## config.mk

```make
export PLATFORM = sky130hd
export DESIGN_NAME = pkt_line_rx
export DESIGN_NICKNAME = d
export VERILOG_FILES = /design/src/rtl/pkt_rx_pkg.sv /design/src/rtl/pkt_rx_line_front.sv /design/src/rtl/pkt_rx_deframer.sv /design/src/rtl/pkt_rx_turn_timer.sv /design/src/rtl/pkt_line_rx.sv
export SDC_FILE = /design/constraint.sdc
export NUM_CORES = 1
export LEC_CHECK = 0
export BUFFER_PORTS_ARGS = -buffer_cell sky130_fd_sc_hd__buf_2
export CORE_MARGIN = 5
export CORE_UTILIZATION = 59
export DETAILED_ROUTE_END_ITERATION = 10
export GPL_TIMING_DRIVEN = 0
export PLACE_DENSITY = 0.81
export SLEW_MARGIN = 10
export SYNTH_ARGS = -nofsm -noshare
export SYNTH_HDL_FRONTEND = slang
export SYNTH_SLANG_ARGS = --single-unit
```

## constraint.sdc

```tcl
create_clock -name clk -period 2.5 [get_ports clk]
set_input_delay 0.125 -clock clk [delete_from_list [all_inputs] [get_ports clk]]
set_output_delay 0.125 -clock clk [all_outputs]
set_load 0.01 [all_outputs]
```

## src/rtl/pkt_rx_pkg.sv

```systemverilog
package pkt_rx_pkg;

  localparam int CRC5_W = 5;
  localparam logic [CRC5_W-1:0] CRC5_POLY  = 5'b00101;
  localparam logic [CRC5_W-1:0] CRC5_RESID = 5'b01100;
  localparam logic [4:0] SYNC_PAT = 5'b10001;
  localparam int STUFF_RUN = 6;

  typedef enum logic [1:0] {
    RX_IDLE = 2'd0,
    RX_DATA = 2'd1,
    RX_EOP1 = 2'd2
  } rx_state_e;

  // transition coding: same level -> 1, change -> 0
  function automatic logic nrzi_bit(input logic prev_lvl, input logic cur_lvl);
    return ~(prev_lvl ^ cur_lvl);
  endfunction

  // one serial step of the x^5+x^2+1 generator, top bit first out
  function automatic logic [CRC5_W-1:0] crc5_next(input logic [CRC5_W-1:0] c,
                                                  input logic b);
    logic fb;
    fb = b ^ c[CRC5_W-1];
    return {c[CRC5_W-2:0], 1'b0} ^ (fb ? CRC5_POLY : '0);
  endfunction

endpackage

```

## src/rtl/pkt_rx_line_front.sv

```systemverilog
module pkt_rx_line_front
  import pkt_rx_pkg::*;
#(
  parameter int RESET_CYC = 120000
) (
  input  logic clk,
  input  logic rst_n,
  input  logic line_p,
  input  logic line_n,
  output logic se0,
  output logic line_j,
  output logic dec_bit,
  output logic bus_reset
);

  localparam int RC_W = $clog2(RESET_CYC + 1);
  localparam logic [RC_W-1:0] RC_MAX = RC_W'(RESET_CYC);

  logic            prev_lvl;
  logic [RC_W-1:0] se0_cnt;

  assign se0     = !line_p && !line_n;
  assign line_j  = line_p && !line_n;
  assign dec_bit = nrzi_bit(prev_lvl, line_p);

  always_ff @(posedge clk) begin
    if (!rst_n) begin
      prev_lvl <= 1'b1;
      se0_cnt  <= '0;
    end else begin
      prev_lvl <= se0 ? 1'b1 : line_p;
      if (!se0)
        se0_cnt <= '0;
      else if (se0_cnt != RC_MAX)
        se0_cnt <= se0_cnt + 1'b1;
    end
  end

  assign bus_reset = (se0_cnt == RC_MAX);

endmodule

```

## src/rtl/pkt_rx_deframer.sv

```systemverilog
module pkt_rx_deframer
  import pkt_rx_pkg::*;
#(
  parameter int PNUM_W = 3,
  parameter int ADDR_W = 4,
  parameter int DATA_W = 16
) (
  input  logic              clk,
  input  logic              rst_n,
  input  logic              se0,
  input  logic              dec_bit,
  output logic              pkt_valid,
  output logic              crc_err,
  output logic              stuff_err,
  output logic              frame_err,
  output logic [PNUM_W-1:0] pkt_num,
  output logic [ADDR_W-1:0] pkt_addr,
  output logic [DATA_W-1:0] pkt_data,
  output logic              sync_hit,
  output logic              bit_take,
  output logic              bit_drop,
  output logic              eop_hit
);

  localparam int PAY_W   = PNUM_W + ADDR_W + DATA_W;
  localparam int FRAME_W = PAY_W + CRC5_W;
  localparam int CNT_W   = $clog2(FRAME_W + 2);
  localparam logic [CNT_W-1:0] CNT_FULL = CNT_W'(FRAME_W);
  localparam logic [CNT_W-1:0] CNT_OVER = CNT_W'(FRAME_W + 1);
  localparam logic [2:0] RUN_LIM = 3'(STUFF_RUN);

  rx_state_e           state;
  logic [4:0]          hist;
  logic [4:0]          hist_nx;
  logic [2:0]          ones;
  logic [CNT_W-1:0]    cnt;
  logic [CRC5_W-1:0]   crc;
  logic [FRAME_W-1:0]  frame;
  logic                in_data;
  logic                stuff_viol;
  logic                crc_good;

  assign hist_nx    = {hist[3:0], dec_bit};
  assign sync_hit   = (state == RX_IDLE) && !se0 && (hist_nx == SYNC_PAT);
  assign in_data    = (state == RX_DATA) && !se0;
  assign bit_drop   = in_data && (ones == RUN_LIM) && !dec_bit;
  assign stuff_viol = in_data && (ones == RUN_LIM) && dec_bit;
  assign bit_take   = in_data && (ones != RUN_LIM);
  assign eop_hit    = (state == RX_EOP1) && se0;
  assign crc_good   = (crc == CRC5_RESID);

  always_ff @(posedge clk) begin
    if (!rst_n) begin
      state     <= RX_IDLE;
      hist      <= '1;
      ones      <= '0;
      cnt       <= '0;
      crc       <= '1;
      frame     <= '0;
      pkt_valid <= 1'b0;
      crc_err   <= 1'b0;
      stuff_err <= 1'b0;
      frame_err <= 1'b0;
      pkt_num   <= '0;
      pkt_addr  <= '0;
      pkt_data  <= '0;
    end else begin
      pkt_valid <= 1'b0;
      crc_err   <= 1'b0;
      stuff_err <= 1'b0;
      frame_err <= 1'b0;
      unique case (state)
        RX_IDLE: begin
          hist <= se0 ? '1 : hist_nx;
          if (sync_hit) begin
            state <= RX_DATA;
            ones  <= '0;
            cnt   <= '0;
            crc   <= '1;
          end
        end
        RX_DATA: begin
          if (se0) begin
            state <= RX_EOP1;
          end else if (stuff_viol) begin
            stuff_err <= 1'b1;
            state     <= RX_IDLE;
            hist      <= '1;
          end else if (bit_drop) begin
            ones <= '0;
          end else begin
            ones  <= dec_bit ? ones + 1'b1 : '0;
            frame <= {dec_bit, frame[FRAME_W-1:1]};
            crc   <= crc5_next(crc, dec_bit);
            if (cnt != CNT_OVER)
              cnt <= cnt + 1'b1;
          end
        end
        RX_EOP1: begin
          state <= RX_IDLE;
          hist  <= '1;
          if (!se0 || cnt != CNT_FULL) begin
            frame_err <= 1'b1;
          end else if (!crc_good) begin
            crc_err <= 1'b1;
          end else begin
            pkt_valid <= 1'b1;
            pkt_num   <= frame[PNUM_W-1:0];
            pkt_addr  <= frame[PNUM_W +: ADDR_W];
            pkt_data  <= frame[PNUM_W+ADDR_W +: DATA_W];
          end
        end
        default: state <= RX_IDLE;
      endcase
    end
  end

endmodule

```

## src/rtl/pkt_rx_turn_timer.sv

```systemverilog
module pkt_rx_turn_timer #(
  parameter int TURN_TO = 16
) (
  input  logic clk,
  input  logic rst_n,
  input  logic tx_done,
  input  logic line_j,
  output logic timeout,
  output logic waiting
);

  localparam int TW = $clog2(TURN_TO + 1);
  localparam logic [TW-1:0] TLIM = TW'(TURN_TO);

  logic [TW-1:0] cnt;

  always_ff @(posedge clk) begin
    if (!rst_n) begin
      waiting <= 1'b0;
      cnt     <= '0;
      timeout <= 1'b0;
    end else begin
      timeout <= 1'b0;
      if (tx_done) begin
        waiting <= 1'b1;
        cnt     <= TW'(1);
      end else if (waiting) begin
        if (!line_j) begin
          waiting <= 1'b0;
        end else if (cnt == TLIM) begin
          timeout <= 1'b1;
          waiting <= 1'b0;
        end else begin
          cnt <= cnt + 1'b1;
        end
      end
    end
  end

endmodule

```

## src/rtl/pkt_line_rx.sv

```systemverilog
module pkt_line_rx #(
  parameter int PNUM_W    = 3,
  parameter int ADDR_W    = 4,
  parameter int DATA_W    = 16,
  parameter int TURN_TO   = 16,
  parameter int RESET_CYC = 120000
) (
  input  logic              clk,
  input  logic              rst_n,
  input  logic              line_p,
  input  logic              line_n,
  input  logic              tx_done,
  output logic              pkt_valid,
  output logic [PNUM_W-1:0] pkt_num,
  output logic [ADDR_W-1:0] pkt_addr,
  output logic [DATA_W-1:0] pkt_data,
  output logic              crc_err,
  output logic              stuff_err,
  output logic              frame_err,
  output logic              turn_timeout,
  output logic              bus_reset
);

  if (TURN_TO < 16 || TURN_TO > 18) begin : g_bad_window
    $error("TURN_TO must lie in 16..18");
  end

  logic se0;
  logic line_j;
  logic dec_bit;
  logic sync_hit;
  logic bit_take;
  logic bit_drop;
  logic eop_hit;
  logic turn_wait;

  pkt_rx_line_front #(.RESET_CYC(RESET_CYC)) u_front (
    .clk       (clk),
    .rst_n     (rst_n),
    .line_p    (line_p),
    .line_n    (line_n),
    .se0       (se0),
    .line_j    (line_j),
    .dec_bit   (dec_bit),
    .bus_reset (bus_reset)
  );

  pkt_rx_deframer #(
    .PNUM_W (PNUM_W),
    .ADDR_W (ADDR_W),
    .DATA_W (DATA_W)
  ) u_deframe (
    .clk       (clk),
    .rst_n     (rst_n),
    .se0       (se0),
    .dec_bit   (dec_bit),
    .pkt_valid (pkt_valid),
    .crc_err   (crc_err),
    .stuff_err (stuff_err),
    .frame_err (frame_err),
    .pkt_num   (pkt_num),
    .pkt_addr  (pkt_addr),
    .pkt_data  (pkt_data),
    .sync_hit  (sync_hit),
    .bit_take  (bit_take),
    .bit_drop  (bit_drop),
    .eop_hit   (eop_hit)
  );

  pkt_rx_turn_timer #(.TURN_TO(TURN_TO)) u_turn (
    .clk     (clk),
    .rst_n   (rst_n),
    .tx_done (tx_done),
    .line_j  (line_j),
    .timeout (turn_timeout),
    .waiting (turn_wait)
  );

endmodule

```

* Word-level counts from Yosys, hierarchy flattened
Index checks and enable logic that the tools add are counted.
** Operators by class
- Add/subtract/negate cells :: 4
- Eq/ne operators :: 18
- Mux-type cells :: 39
- Bitwise operators :: 14
- Reductions and logical operators :: 33
** Operators by type and width (number)
- 5-bit two-way mux :: 9
- 5-bit case mux with 2 select lines :: 2
- 3-bit two-way mux :: 6
- 17-bit by 1-bit adder with 17-bit output, second input constant :: 1
- 17-bit == test, second input constant :: 1
- 17-bit != test, second input constant :: 1
- 1-bit two-way mux :: 13
- 4-bit two-way mux :: 3
- 2-bit != test, second input constant :: 6
- 4-bit case mux with 3 select lines :: 1
- 3-bit AND reduction :: 4
- 1-bit inverter :: 11
- 5-bit by 1-bit adder with 5-bit output, second input constant :: 2
- 5-bit == test, second input constant :: 2
- 5-bit != test, second input constant :: 2
- 1-bit logical AND :: 8
- 4-bit AND reduction :: 2
- 2-bit two-way mux :: 3
- 3-bit case mux with 2 select lines :: 1
- 2-bit AND reduction :: 3
- 6-bit AND reduction :: 1
- 2-bit nonzero test :: 3
- 3-bit OR reduction :: 2
- 5-bit by 4-bit == test with 1-bit output, second input constant :: 1
- other kinds (16) :: 20
** Word-level totals
- Flip-flop bits (word level) :: 99
- Input port bits :: 5
- Word-level logic and storage cells :: 127

* Longest topological paths before layout
- Depth in word-level cells :: 10
- Mapped depth :: 9

* Cells and area by module
Synthesis repeated with hierarchy kept, for this count alone.
** Second synthesis, totals
- Cell total of the unflattened synthesis :: 522
- Area, all modules :: 4385.5 um^2
** By module, submodules not included
- pkt_rx_deframer :: times used 1, cells an instance 378, area each 3096.7 um^2, seq. area each 1481.4 um^2
- pkt_rx_line_front :: times used 1, cells an instance 110, area each 953.4 um^2, seq. area each 360.3 um^2
- pkt_rx_turn_timer :: times used 1, cells an instance 34, area each 335.3 um^2, seq. area each 140.1 um^2

* Worst setup path after synthesis
OpenSTA, ideal clock, no wires.
- Path kind :: register -> register
- Start :: reg u_deframe.state[1]
- End :: reg u_deframe.crc[0]
- Library setup time :: 0.129 ns
- Arrival time :: 1.583 ns
- Data required time :: 2.371 ns
- Slack :: 0.788 ns
- Cell stages (with the launch flop) :: 10
- Buffers on the path :: 2
- Path through :: dfxtp_1 inv_1 ha_1 buf_2 o21ai_1 nand2b_1 a21oi_2 buf_4 and3_1 o21ai_1
** Between the ends
- Cells in the longest elaborated chain, start to end :: 6
- Elaborated cells on any way between the ends :: 15
- Classes of those cells :: eq/ne (5); mux (1); reduce/logical (9)
** Ends and longest elaborated chain
- start, declared :: RTL line pkt_rx_deframer.sv:32 : rx_state_e state;
- start signal, assigned :: RTL line pkt_rx_deframer.sv:54 : state <= RX_IDLE;
- start signal, assigned :: RTL line pkt_rx_deframer.sv:76 : state <= RX_DATA;
- start signal, assigned :: RTL line pkt_rx_deframer.sv:84 : state <= RX_EOP1;
- 2-bit by 1-bit == test with 1-bit output :: RTL line pkt_rx_deframer.sv:45, pkt_rx_deframer.sv:72
- 1-bit logical AND :: RTL line pkt_rx_deframer.sv:45 : assign in_data = (state == RX_DATA) && !se0;
- 1-bit logical AND :: RTL line pkt_rx_deframer.sv:46, pkt_rx_deframer.sv:47
- 1-bit logical AND (on tied branches) :: RTL line pkt_rx_deframer.sv:47, pkt_rx_deframer.sv:46
- 2-bit != test (no line)
- 5-bit AND reduction (no line)
- end signal, assigned :: RTL line pkt_rx_deframer.sv:94 : crc <= crc5_next(crc, dec_bit);
- end, declared :: RTL line pkt_rx_deframer.sv:37 : logic [CRC5_W-1:0] crc;
Parallel ways exist; a longest one is shown, timed or not.
A chain may end at the register's enable or synchronous reset.

* Worst setup path in the final report
- Start :: reg u_deframe.state[1]
- End :: reg u_deframe.frame[11]
** Between the ends
- Cells in the longest elaborated chain, start to end :: 6
- Elaborated cells on any way between the ends :: 8
- Classes of those cells :: eq/ne (1); bitwise (2); reduce/logical (5)
** Ends and longest elaborated chain
- 2-bit by 1-bit == test with 1-bit output * :: RTL line pkt_rx_deframer.sv:45, pkt_rx_deframer.sv:72
- 1-bit logical AND :: RTL line pkt_rx_deframer.sv:45
- 1-bit logical AND :: RTL line pkt_rx_deframer.sv:46, pkt_rx_deframer.sv:47
- 1-bit logical AND (on tied branches) :: RTL line pkt_rx_deframer.sv:47, pkt_rx_deframer.sv:46
- 1-bit inverter (no line)
- 4-bit AND reduction (no line) *
- end signal, assigned :: RTL line pkt_rx_deframer.sv:93 : frame <= {dec_bit, frame[FRAME_W-1:1]};
- end, declared :: RTL line pkt_rx_deframer.sv:38 : logic [FRAME_W-1:0] frame;
Every way passes the cells marked *; elsewhere a longest branch is shown, timed or not.

==> results.tsv <==
stage	metric	value	unit
worst_setup_path	critical path type	reg2reg	
logic_synthesis	syn nets	519	
clock_tree	CTS Buffer Depth	2	
logic_synthesis	Syn Area/Cell	8.27	sq um
detailed_routing	Total Routed Length	8.47	mm
logic_synthesis	Synth warnings	0	
pwr	maximum VDD drop	0.403	mV
final_layout	nets	563	
detailed_routing	Residual DRC	0	
global_routing	first-pass GRT wire length	14.4	mm
global_routing	initial antenna violation count	0	
final_layout	Post-Route Utilization	0.683	
timing	unrepaired setup endpoints after global routing	false	
die	die height	93.8	microns
logic_synthesis	#FFs+latches synth	99	
pwr	Static Leakage	1.72	nW
logic_synthesis	Post-Syn Instances	501	
final_layout	area of the multi-input gates	2000	sq um
final_layout	Area Growth Syn to Fin	12.6	%
final_layout	Filler cells	589	
final_layout	Seq. cell area	1980	sq um
clock_tree	CTS Buf Count	9	
detailed_routing	routed vias	3486	
timing	final-report max-slew violation count	0	
detailed_routing	drt initial violations	143	
placement	Final HPWL DP	5.97	mm
clock_tree	root buffer cell	clkbuf_8	
placement	Final GP Congestion	0.819	
die	Core Area	6830	sq um
logic_synthesis	register area share after synthesis	0.478	
hold_path	Hold WC Path Type	in2reg	
timing	Fin Hold WS	0.0195	ns
logic_synthesis	largest area contributor in the netlist	dfxtp_1	
timing	Final WS setup	0.403	ns
worst_setup_path	Worst EP required	2.80	ns
detailed_routing	DR vias/cell	5.40	
timing	Sum Neg Setup Slack	0	ns
detailed_routing	number of detailed-route iterations in the first pass	5	
detailed_routing	wire length per cell	13.1	microns
clock_tree	CTS tree	built	
worst_setup_path	crit-path max FO	10	
worst_setup_path	Bufs and invs on worst path	4	
worst_setup_path	Crit path top cell by count	buf_2	
global_routing	vias in the first global route	3216	
placement	dpl ws	0.427	ns
die	Initial Utilization	0.607	
timing	post-layout min period	2.10	ns
die	Die W	93.8	microns
pwr	total power	2.81	mW
detailed_routing	post-route ant nets	0	
logic_synthesis	Cell variety after synth	48	
clock_tree	CTS Hold Bufs	1	
timing	f_max	477	MHz
clock_tree	Resize count post-CTS	0	
die	Ports	34	
logic_synthesis	fraction of registers with async set/reset	0	
pwr	Pwr per Cell Area	603	nW/um^2
logic_synthesis	mapped cell area	4150	sq um
global_routing	Tot GR Track Use	0.201	
run	maxcap violations	0	
outcome	outcome	finished, final reports clean	
worst_setup_path	largest stage delay on the critical path	0.40	ns
worst_setup_path	CP Data Arrival Time	2.39	ns
clock_tree	clock-pin slew on the worst setup and hold paths	0.10	ns
clock_tree	Clock Sinks	99	
worst_setup_path	CP max-delay cell	dfxtp_1	
die	site row count	30	
logic_synthesis	Synth top area share	0.478	
global_routing	gr ovfl total	0	
logic_synthesis	Synth area leaders	dfxtp_1 48%, nand2_1 11%, a21oi_1 7.0%, ha_1 3.9%, nor2_1 3.8%	
logic_synthesis	Post-synth EDFFs	0	
clock_tree	H-tree Lvls	3	
placement	IO Port Bufs	32	
global_routing	largest net degree at the start of global routing	19	
worst_setup_path	Worst setup SP type	flip-flop	
clock_tree	Post-CTS Setup Inserts	0	
clock_tree	clock latency at the later pin of the worst-skew pair	0.37	ns
timing	Least-Margin Pin Slew	0.583	ns
timing	Final Setup Violations	0	
final_layout	number of diodes	0	
die	Die ar.	8800	sq um
timing	Setup Skew	0.0114	ns
worst_setup_path	cells along the critical path	inv_1 -> ha_1 -> buf_2 -> o21ai_1 -> nand2b_1 -> buf_2 -> buf_2 -> nand2_1 -> a21oi_1	
worst_setup_path	CP Capture Type	flip-flop	
final_layout	layout cells sized above 1	0.127	
timing	fin crit share	0.839	
timing	Final Hold Vio Count	0	
timing	slew margin rel.	0.609	
logic_synthesis	Main synth FF type	dfxtp_1	
worst_setup_path	crit-path leading delay family	buffers and inverters	
==> worst paths after layout <==
path                                            start                    end  slack (ns)  cells past startpoint
worst min-delay path                           line_n       u_front.prev_lvl        0.02                      2
worst max-delay path               u_deframe.state[1]    u_deframe.frame[11]        0.40                      9
worst max register to register     u_deframe.state[1]    u_deframe.frame[11]        0.40                      9
worst min register to register  u_deframe.pkt_data[3]  u_deframe.pkt_data[3]        0.45                      2
==> state kept, by name (all words and copies together), names as in the netlist, 4 cells and up <==
register,cells
u_deframe.frame,28
u_deframe.pkt_addr,4
u_turn.cnt,5
u_deframe.cnt,5
u_deframe.crc,5
u_front.se0_cnt,17
u_deframe.pkt_data,16
u_deframe.hist,4
==> placed cells by master, fill, tap and decap left out, drive strengths merged, types with 3 or more instances in the layout <==
| cell type | instances |
|---|---|
| dfxtp | 99 |
| buf | 44 |
| nor3 | 4 |
| nor4 | 3 |
| and3b | 3 |
| and2 | 4 |
| clkbuf | 20 |
| ha | 13 |
| o21ai | 15 |
| mux2i | 3 |
| nand2 | 126 |
| or3 | 4 |
| nand4 | 6 |
| nand3 | 13 |
| nor4b | 6 |
| a31oi | 4 |
| xnor2 | 8 |
| and4 | 3 |
| a21oi | 62 |
| nand3b | 4 |
| xor2 | 10 |
| nand2b | 5 |
| and3 | 6 |
| o22ai | 3 |
| nor2 | 43 |
| inv | 16 |
==> layer usage <==
layer | GRT usage | share of wire
met2 | 0.347 | 0.50
met3 | 0.0529 | 0.039
met5 | 0 | 0
met1 | 0.244 | 0.45
met4 | 0.0626 | 0.012
==> synthesized netlist by cell type, types with 2 or more instances <==
master / n
nand2_1: 126
dfxtp_1: 99
a21oi_1: 58
nor2_1: 42
ha_1: 13
nand3_1: 13
inv_1: 12
clkbuf_1: 11
xor2_1: 10
o21ai_0: 9
xnor2_1: 8
buf_2: 7
and3_1: 6
nand4_1: 6
o21ai_1: 6
nand2b_1: 5
nor4b_1: 5
a21oi_2: 4
a31oi_1: 4
and2_1: 4
buf_4: 4
nand3b_1: 4
nor3_1: 4
or3_1: 4
and3b_1: 3
and4_1: 3
mux2i_1: 3
nor4_1: 3
o22ai_1: 3
a211oi_1: 2
o21a_1: 2
o32ai_1: 2
==> layout make-up <==
cell class / count / share of cell area
multi-input cells: 366 / 0.430
clock buffers: 9 / 0.0265
clock inverters: 7 / 0.0228
well taps: 96 / 0.0257
flip-flops and latches: 99 / 0.425
plain buffers: 23 / 0.0236
inverters: 13 / 0.0105
repair buffers: 33 / 0.0365
==> cells by family after synthesis <==
logic type	count (synthesis)	synth area share
DFF	99	0.478
buffers and inverters	36	0.0383
adders and majority gates	13	0.0392
muxes	3	0.00724
and+or+nand+nor	235	0.264
xor gates and xnor gates	18	0.0380
AOI/OAI and AO/OA	97	0.135
==> stage by stage <==
step                cell area, sq um  std cells
floorplan                       4150        501
global placement                4430        629
detailed placement              4430        629
CTS                             4670        646
global route                    4670        646
finish                          4670        646
==> report_power, final <==
part,switching (mW),total [mW],internal [mW]
Sequential,0.00559,1.59,1.58
Clock,0.577,1.16,0.581
Combinational,0.0473,0.0677,0.0205
Total,0.630,2.81,2.18
No activity file was read; power rests on OpenSTA's default activity.
